## config.mk

```make
export PLATFORM = sky130hd
export DESIGN_NAME = tmr_spare_ctrl
export DESIGN_NICKNAME = d
export VERILOG_FILES = /design/src/rtl/tmr_spare_ctrl.sv
export SDC_FILE = /design/constraint.sdc
export NUM_CORES = 1
export LEC_CHECK = 0
export BUFFER_PORTS_ARGS = -buffer_cell sky130_fd_sc_hd__buf_4
export CORE_UTILIZATION = 55
export DETAILED_ROUTE_END_ITERATION = 16
export PLACE_DENSITY = 0.82
export SYNTH_ARGS = -nofsm -noshare
export SYNTH_HDL_FRONTEND = slang
export SYNTH_SLANG_ARGS = --single-unit
export TNS_END_PERCENT = 20
```

## constraint.sdc

```tcl
create_clock -name clk -period 3.4 [get_ports clk]
set_clock_uncertainty 0.1 [all_clocks]
set_input_delay 0.17 -clock clk [delete_from_list [all_inputs] [get_ports clk]]
set_output_delay 0.17 -clock clk [all_outputs]
set_load 0.01 [all_outputs]
```

## src/rtl/tmr_spare_ctrl.sv

```systemverilog
module tmr_spare_ctrl #(
  parameter int W      = 8,
  parameter int NSPARE = 3
) (
  input  logic                              clk,
  input  logic                              rst_n,
  input  logic                              in_valid,
  input  logic [(3+NSPARE)*W-1:0]           mod_data,
  output logic [W-1:0]                      voted,
  output logic                              voted_valid,
  output logic [3*$clog2(3+NSPARE)-1:0]     slot_map,
  output logic                              spares_empty,
  output logic                              fault_pulse
);
  localparam int NMOD = 3 + NSPARE;
  localparam int IW   = $clog2(NMOD);
  localparam int PW   = $clog2(NMOD + 1);

  logic [IW-1:0] sel [3];
  logic [PW-1:0] nxt;
  logic [W-1:0]  sd  [3];
  logic [W-1:0]  maj;
  logic [2:0]    mis;
  logic [1:0]    pick;

  for (genvar k = 0; k < 3; k++) begin : g_slot
    assign sd[k]  = mod_data[sel[k]*W +: W];
    assign mis[k] = sd[k] != maj;
    assign slot_map[k*IW +: IW] = sel[k];
  end

  assign maj          = (sd[0] & sd[1]) | (sd[0] & sd[2]) | (sd[1] & sd[2]);
  assign pick         = mis[0] ? 2'd0 : (mis[1] ? 2'd1 : 2'd2);
  assign spares_empty = (nxt == PW'(NMOD));

  always_ff @(posedge clk) begin
    if (!rst_n) begin
      for (int k = 0; k < 3; k++) sel[k] <= IW'(k);
      nxt         <= PW'(3);
      voted       <= '0;
      voted_valid <= 1'b0;
      fault_pulse <= 1'b0;
    end else begin
      voted_valid <= in_valid;
      fault_pulse <= in_valid && (mis != 3'b000);
      if (in_valid) begin
        voted <= maj;
        if (mis != 3'b000 && !spares_empty) begin
          sel[pick] <= nxt[IW-1:0];
          nxt       <= nxt + PW'(1);
        end
      end
    end
  end

  assert_idle_hold_R8: assert property (@(posedge clk) disable iff (!rst_n)
    !$past(in_valid) |-> ($stable(slot_map) && !fault_pulse && !voted_valid));

  assert_swap_has_pulse_R5: assert property (@(posedge clk) disable iff (!rst_n)
    !$stable(slot_map) |-> fault_pulse);

  assert_single_swap_R7: assert property (@(posedge clk) disable iff (!rst_n)
    $countones({sel[0] != $past(sel[0]), sel[1] != $past(sel[1]),
                sel[2] != $past(sel[2])}) <= 1);

  assert_empty_sticky_R6: assert property (@(posedge clk) disable iff (!rst_n)
    $past(spares_empty) |-> spares_empty);

  assert_distinct_slots_R4: assert property (@(posedge clk) disable iff (!rst_n)
    (sel[0] != sel[1]) && (sel[0] != sel[2]) && (sel[1] != sel[2]));
endmodule

```

# ---- Word-level counts from Yosys, hierarchy flattened
# Memory sizes are Yosys's and may differ from the RTL's.
# Cells that the tools add are included.
# Widths: inputs -> output; s select.
dict set report word_totals {
  elab_cells 34
  output_inout_bits 20
  regBits 13
  mem_count 1
  mem_bits_rw 9
  inputBits 51
}
dict set report classes {
  muxes 10
  add_sub_neg 1
  eq_ne 4
  reduce_logical 6
  bitwise_logic 5
  n_shift 3
}
# name depth width read_ports rd_ports_with_merged_regs write_ports line
set mem_list {}
lappend mem_list {sel 3 3 3 0 3 19} ;# logic [IW-1:0] sel [3];
# operator count
set ops {}
lappend ops {{$shiftx 48x7->8} 3}
lappend ops {{$and 8x8->8} 3}
lappend ops {{$ne 8x8->1} 3}
lappend ops {{$or 8x8->8} 2}
lappend ops {{$mux 1} 6}
lappend ops {{$mux 2} 3}
lappend ops {{$add 3x1->3 const B} 1}
lappend ops {{$eq 3x3->1 const B} 1}
lappend ops {{$mux 3} 1}
lappend ops {{$reduce_bool 3->1} 1}
lappend ops {{$reduce_or 3->1} 1}
lappend ops {{$logic_and 1x1->1} 2}
lappend ops {{$reduce_and 2->1} 1}
lappend ops {{$logic_not 1->1} 1}

# ---- Logic depth before layout (Yosys ltp)
# Gate-level depths: netlist of run 1.
dict set report depth {
  depth_word 13
  mapped_depth 10
  mapped_depth_nobuf 8
}

# ---- Worst setup path after synthesis of run 1
# Ideal clock, no wire load.
dict set report synth_timing {
  kind {register -> register}
  startpoint {mem sel[1][0] (netlist name)}
  endpoint {mem sel[2][0] (netlist name), enable pin}
  t_required_ps 2996
  stages_incl_launch_ff 11
  path_slack_ps 257
  arrival_ps 2739
  setup_ps 304
  synth_period_minus_slack_ps 3143
  cell_sequence {edfxtp_1 -> buf_6 -> or2_1 -> buf_6 -> o22ai_2 -> nor2_2 -> and3b_1 -> or3_4 -> or4_4 -> nor4b_4 -> nand2b_1}
}
# element line
set synth_rtl {}
lappend synth_rtl {{from (decl)} 19}

==> results of run 1 <==
worst max-delay path, delay by kind of cell (launching register included):
family	cells	cell delay [ps]
multiplexers	1	360
AO/OA/AOI/OAI	2	380
AND/OR/NAND/NOR	5	1640
flip-flops	1	550
what timing repair did:
action                                  in CTS  in global routing
endpoints found under the setup margin       0                  3
buffers inserted                             0                  4
hold buffers                                 0                  0
resized for setup                            0                  6
worst max-delay path by stage:
stage,start,to,slack [ps],cells past startpoint
floorplan,sel[1][0],sel[2][0],260,10
global placement,sel[0][1],sel[2][0],140,8
detailed placement,sel[0][1],sel[2][1],50,8
CTS,sel[0][1],sel[2][1],8,8
global route,sel[0][1],sel[2][2],-50,8
finish,sel[0][1],sel[2][2],90,8
state kept, by name, summed over array words and instances (netlist names):
signal and flops:
fault_pulse 1, nxt 3, sel 9, voted 8
voted_valid 1
where the power goes:
part	switching [W]	internal, W
clock network	0.0000825	0.000157
registers	0.0000514	0.000316
logic	0.000463	0.000414
total	0.000597	0.000887
cell usage after synthesis (all sizes together), types with 6 or more instances:
cell and n:
a21oi 17, and2 15, buf 15, dfxtp 13, edfxtp 9, maj3 6, mux2 12, mux2i 67
nand2 19, nand2b 9, nor2 35, o211ai 7, o21ai 13, o221ai 6, o22ai 19
metal layers:
metal	part of all wire [%]	up-vias
met1	43	1404
met4	1.8	0
met5	0	-
met3	6.7	18
met2	48	131
li1	-	1455
area by class of cell:
class | instances | area [um2] | area share, %
Clock buffer | 3 | 41.29 | 1.126
Clock inverter | 1 | 30.03 | 0.8186
Inverter | 4 | 15.01 | 0.4093
Multi-Input combinational cell | 293 | 2228 | 60.74
Sequential cell | 22 | 530.5 | 14.46
Tap cell | 67 | 83.83 | 2.285
Timing Repair Buffer | 98 | 739.5 | 20.16
cell usage in the layout (no fill, tap or decap), types with 3 or more instances in the layout:
cell,count
o211a_1,5
dfxtp_1,13
or3_1,3
nand3_1,5
clkbuf_8,3
nand2_1,18
nand2b_1,8
nor2_1,33
o221ai_1,6
edfxtp_1,9
a211oi_1,3
and2_1,14
a2bb2oi_1,3
o21ai_0,13
mux2_2,9
o211ai_1,7
a22oi_1,4
mux2i_1,66
a21oi_1,15
buf_4,97
o22ai_1,17
o22a_1,5
maj3_1,6
inv_1,4
nor2b_1,4
kinds of logic (layout without fill, tap and decap cells):
| group | Yosys count | in the layout | share of synthesized area, % |
|---|---|---|---|
| simple gates | 115 | 115 | 22.86 |
| mux | 79 | 79 | 28.20 |
| fa+ha+maj | 8 | 8 | 2.950 |
| compound gates | 91 | 91 | 22.56 |
| buf+inv | 23 | 106 | 5.032 |
| flops | 22 | 22 | 18.39 |
stage by stage:
step / hold slack, ps / utilization, % / setup slack (ps)
2_1_floorplan: 229.1 / - / 256.6
3_3_place_gp: 387.8 / 72.62 / 143.9
3_5_place_dp: 386.6 / 72.62 / 46.03
4_1_cts: 113.8 / 74.08 / 8.479
5_1_grt: 129.5 / 75.18 / -53.18
6_report: 112.4 / 75.18 / 88.69
==> summary.md, run 1 <==
| Metric | Value |
|---|---|
| Status | `finished clean` |
| Met3 Use GR | `4.743%` |
| Sink Count | `22` |
| Wirelength per Cell | `17.54 um` |
| Post-layout minimum cycle time | `3311 ps` |
| Via count | `3008` |
| Global routing usage on met1 | `39.60%` |
| Remaining Overflow, GRT | `0` |
| Worst setup EP type | `flop` |
| Final ANT Viol Nets | `0` |
| Yosys cell types | `60` |
| Period utilization | `97.39%` |
| Cells on Worst Hold Path | `2` |
| Seq/Total Area, Yosys | `18.39%` |
| Mapped Avg Cell Area | `8.533 um2` |
| CTS tree | `done` |
| Worst min-delay path class | `primary input to flop` |
| CTS buffer count | `3` |
| Port bufs | `70` |
| Power after layout | `0.001485 W` |
| Worst rel slew slack | `64.19%` |
| DP Cell Count | `480` |
| Diodes inserted | `0` |
| Worst Path Arrival | `3200 ps` |
| Die Span Y | `74.42 um` |
| Cells on worst reg2reg path | `8` |
| Register bit total from synthesis | `22` |
| Clock buffer depth | `2` |
| Vias in the first global route | `2802` |
| Clock transition at path regs | `80 ps` |
| DP Area | `0.003543 mm2` |
| Total number of H-tree levels | `1` |
| FP Rows | `25` |
| Final nets | `475` |
| Post-route cell area | `0.003669 mm2` |
| Top cells by area, synth | `mux2i_1, edfxtp_1, dfxtp_1, nor2_1, o22ai_1` |
| Share of layout cells above drive strength 1 | `32.30%` |
| Yosys warnings | `0` |
| Area Overhead vs Synth | `27.20%` |
| Via/cell ratio | `6.164` |
| Global-route wire length before repair | `13170 um` |
| Final Wtd Congestion | `0.9411` |
| Setup tns final | `0 ps` |
| # fillers | `382` |
| Post-Layout Cell Count | `488` |
| Leak Pwr | `1.704 nW` |
| Slew @ Worst Pin | `533.1 ps` |
| Max VDD drop | `431.4 uV` |
| Post-Syn Area | `0.002884 mm2` |
| Total wire length | `8559 um` |
| Fin. max-slew vios | `0` |
| Largest net degree at the start of global routing | `21` |
| Yosys top cell area share | `23.25%` |
| Clk_lat worst skew | `260 ps` |
| Core area | `0.004880 mm2` |
| Max Cap Viol | `0` |
| CTS root buf | `clkbuf_8` |
| Busiest grt layer | `met2` |
| Post-Syn Instances | `338` |
| Maximum clock rate | `302.0 MHz` |
| Critical path class | `flop to flop` |
| Crit-path cells | `mux2_4 -> and2_4 -> o211ai_1 -> o22ai_1 -> or3_4 -> or4_4 -> nor4b_4 -> nand2b_4` |
| Max stage delay on crit path | `570 ps` |
| Met2 GRT Util | `53.85%` |
| EDFF count, synth | `9` |
| DR iter-0 viols | `201` |
| Hold Path End | `voted[0]` |
| Synth Flop Type | `dfxtp_1` |
| PwrDens | `404.7 mW/mm2` |
| Startpoint of the worst hold path | `in_valid` |
| Async SR Flop Fraction | `0%` |
| Crit path max-delay cell type | `or4_4` |
| Worst Path Required | `3290 ps` |
| HPWL after DPL | `6892 um` |
| Initial Utilization | `59.10%` |
| DRC | `0` |
| IO Pins | `71` |
| Worst setup SP type | `flop` |
| Area leader, netlist | `mux2i_1` |
| Final setup violation count | `0` |
| Hold Violations, Final | `0` |
| GRT Util Overall | `31.09%` |
| Worst r2r dst | `sel[2][2]` |
| Reg2reg setup slack | `90 ps` |
| Number of antenna violations at the first check in global routing | `0` |
| Die width | `74.42 um` |
| Syn_nets | `391` |
| Drt pass-1 iters | `5` |
| RR Startpoint | `sel[0][1]` |
| DIE AREA | `0.005538 mm2` |
| Critical path fanouts, max | `8` |
No activity file was read; power rests on OpenSTA's default activity.
==> run 2, diff against run 1 <==
Settings changed: CORE_ASPECT_RATIO set to 0.8.
==> summary.md, run 2 (synthesis gave the netlist of run 1 again) <==
| Metric | Value |
|---|---|
| Wirelength per Cell | `18.23 um` |
| Final setup violation count | `0` |
| DP Cell Count | `471` |
| Cells on worst reg2reg path | `9` |
| Die Span Y | `66.77 um` |
| Worst min-delay path class | `primary input to flop` |
| Most frequent cells in the layout | `buf_4, mux2i_1, nor2_1` |
| Total number of H-tree levels | `1` |
| Max VDD drop | `287.4 uV` |
| Clk_lat worst skew | `260 ps` |
| Die width | `82.96 um` |
| Largest register FFs | `9` |
| Cells on Worst Hold Path | `2` |
| FP Rows | `23` |
| Top reg by flops | `sel` |
| Diodes inserted | `0` |
| Post-Layout Cell Count | `476` |
| Core area | `0.005036 mm2` |
| Remaining Overflow, GRT | `0` |
| Hold Path End | `voted[6]` |
| Worst Path Required | `3290 ps` |
| Final nets | `468` |
| Worst setup EP type | `flop` |
| Total wire length | `8676 um` |
| IO Pins | `71` |
| Net Sw Frac | `41.23%` |
| Final Wtd Congestion | `0.8990` |
| Critical path class | `flop to flop` |
| Hold Violations, Final | `0` |
| Via count | `3052` |
| DR iter-0 viols | `271` |
| Largest regs | `sel x9, voted x8, nxt x3` |
| RR Startpoint | `sel[0][1]` |
| Sequential Power Share | `25.6%` |
| Leak Pwr | `1.677 nW` |
| Worst rel slew slack | `61.02%` |
| Reg2reg setup slack | `90 ps` |
| Fin. max-slew vios | `0` |
| Power after layout | `0.001438 W` |
| HPWL after DPL | `7007 um` |
| Area Overhead vs Synth | `25.51%` |
| Initial Utilization | `57.27%` |
| Drt pass-1 iters | `5` |
| Sink Count | `22` |
| DRC | `0` |
| PwrDens | `397.2 mW/mm2` |
| GRT Util Overall | `30.47%` |
| Share of layout cells above drive strength 1 | `30.92%` |
| Clock transition at path regs | `80 ps` |
| Clk pwr share | `14.9%` |
| DIE AREA | `0.005539 mm2` |
| Startpoint of the worst hold path | `in_valid` |
| CTS tree | `done` |
| Combinational share of power | `59.6%` |
| Worst Path Arrival | `3190 ps` |
| # hold bufs at CTS | `0` |
| Status | `finished clean` |
| Final ANT Viol Nets | `0` |
| Period utilization | `97.31%` |
| CTS buffer count | `3` |
| Sw Pwr | `0.0005928 W` |
| Number of antenna violations at the first check in global routing | `0` |
| Maximum clock rate | `302.2 MHz` |
| Post-layout minimum cycle time | `3309 ps` |
| Via/cell ratio | `6.412` |
| Slew @ Worst Pin | `578.6 ps` |
| Port bufs | `70` |
| Critical path fanouts, max | `7` |
| Worst r2r dst | `sel[2][2]` |
| Global-route wire length before repair | `13350 um` |
| Worst setup SP type | `flop` |
| Commonest non-fill, non-tap cell in the layout | `buf_4` |
| Clock buffer depth | `2` |
| Final core utilization | `71.88%` |
| CTS root buf | `clkbuf_8` |
| Largest net degree at the start of global routing | `21` |
| Vias in the first global route | `2705` |
| RSZ-0062 raised after global routing | `true` |
| Max Cap Viol | `0` |
| Internal cell power | `0.0008450 W` |
==> run 2: cell type report <==
| cell class | instances | area [um2] |
|---|---|---|
| multi-input combinational | 293 | 2231 |
| fill | 383 | 1416 |
| timing repair buffer | 91 | 699.4 |
| sequential | 22 | 530.5 |
| tap | 62 | 77.57 |
| clock buffer | 4 | 66.31 |
| inverter | 4 | 15.01 |
==> run 2: power groups by stage <==
| stage | clock (W) | combinational (W) | sequential [W] |
|---|---|---|---|
| after global routing | 0.000230 | 0.000915 | 0.000376 |
| after global placement | 0 | 0.000800 | 0.000369 |
| final | 0.000214 | 0.000856 | 0.000368 |
| after detailed placement | 0 | 0.000820 | 0.000372 |
| after floorplan | 0 | 0.000582 | 0.000359 |
| after CTS | 0.000220 | 0.000825 | 0.000367 |
==> run 2: per-stage QoR <==
stage,area (um2),worst slack (ps),TNS [ps],hold WS [ps]
floorplan,2884,256.6,0,229.1
global placement,3520,199.4,0,383.3
detailed placement,3520,60.05,0,391.1
CTS,3586,49.86,0,100.1
global route,3620,-14.10,-41.94,117.8
finish,3620,91.33,0,110.2
==> run 2: worst max-delay path by stage <==
stage                         start   endpoint  slack [ps]  depth (start not counted)
after floorplan           sel[1][0]  sel[2][0]         260                         10
after global placement    sel[0][1]  sel[2][1]         200                          8
after detailed placement  sel[2][1]  sel[1][1]          60                          9
after CTS                 sel[2][1]  sel[1][1]          50                          9
after global routing      sel[0][1]  sel[2][0]         -10                          9
final                     sel[0][1]  sel[2][2]          90                          9
==> run 2: per-layer routing <==
layer	vias up	track usage [%]	routed length, um
li1	1449	-	-
met1	1430	44.06	4061
met2	167	46.93	3791
met3	6	5.204	787
met4	0	7.328	36
met5	-	0	0
==> run 2: repair_timing <==
action	4_1_cts	5_1_grt
endpoints found under the setup margin	0	9
buffers inserted	0	1
gates resized for setup	0	6
==> run 2: critical path: stages (launching register included) <==
cell and delay (ps):
edfxtp_1 550, buf_4 180, mux2i_1 200, o22ai_2 110, a21oi_4 190, and3b_1 200
or3_4 380, or4_4 590, nor4b_4 330, nand2b_4 200
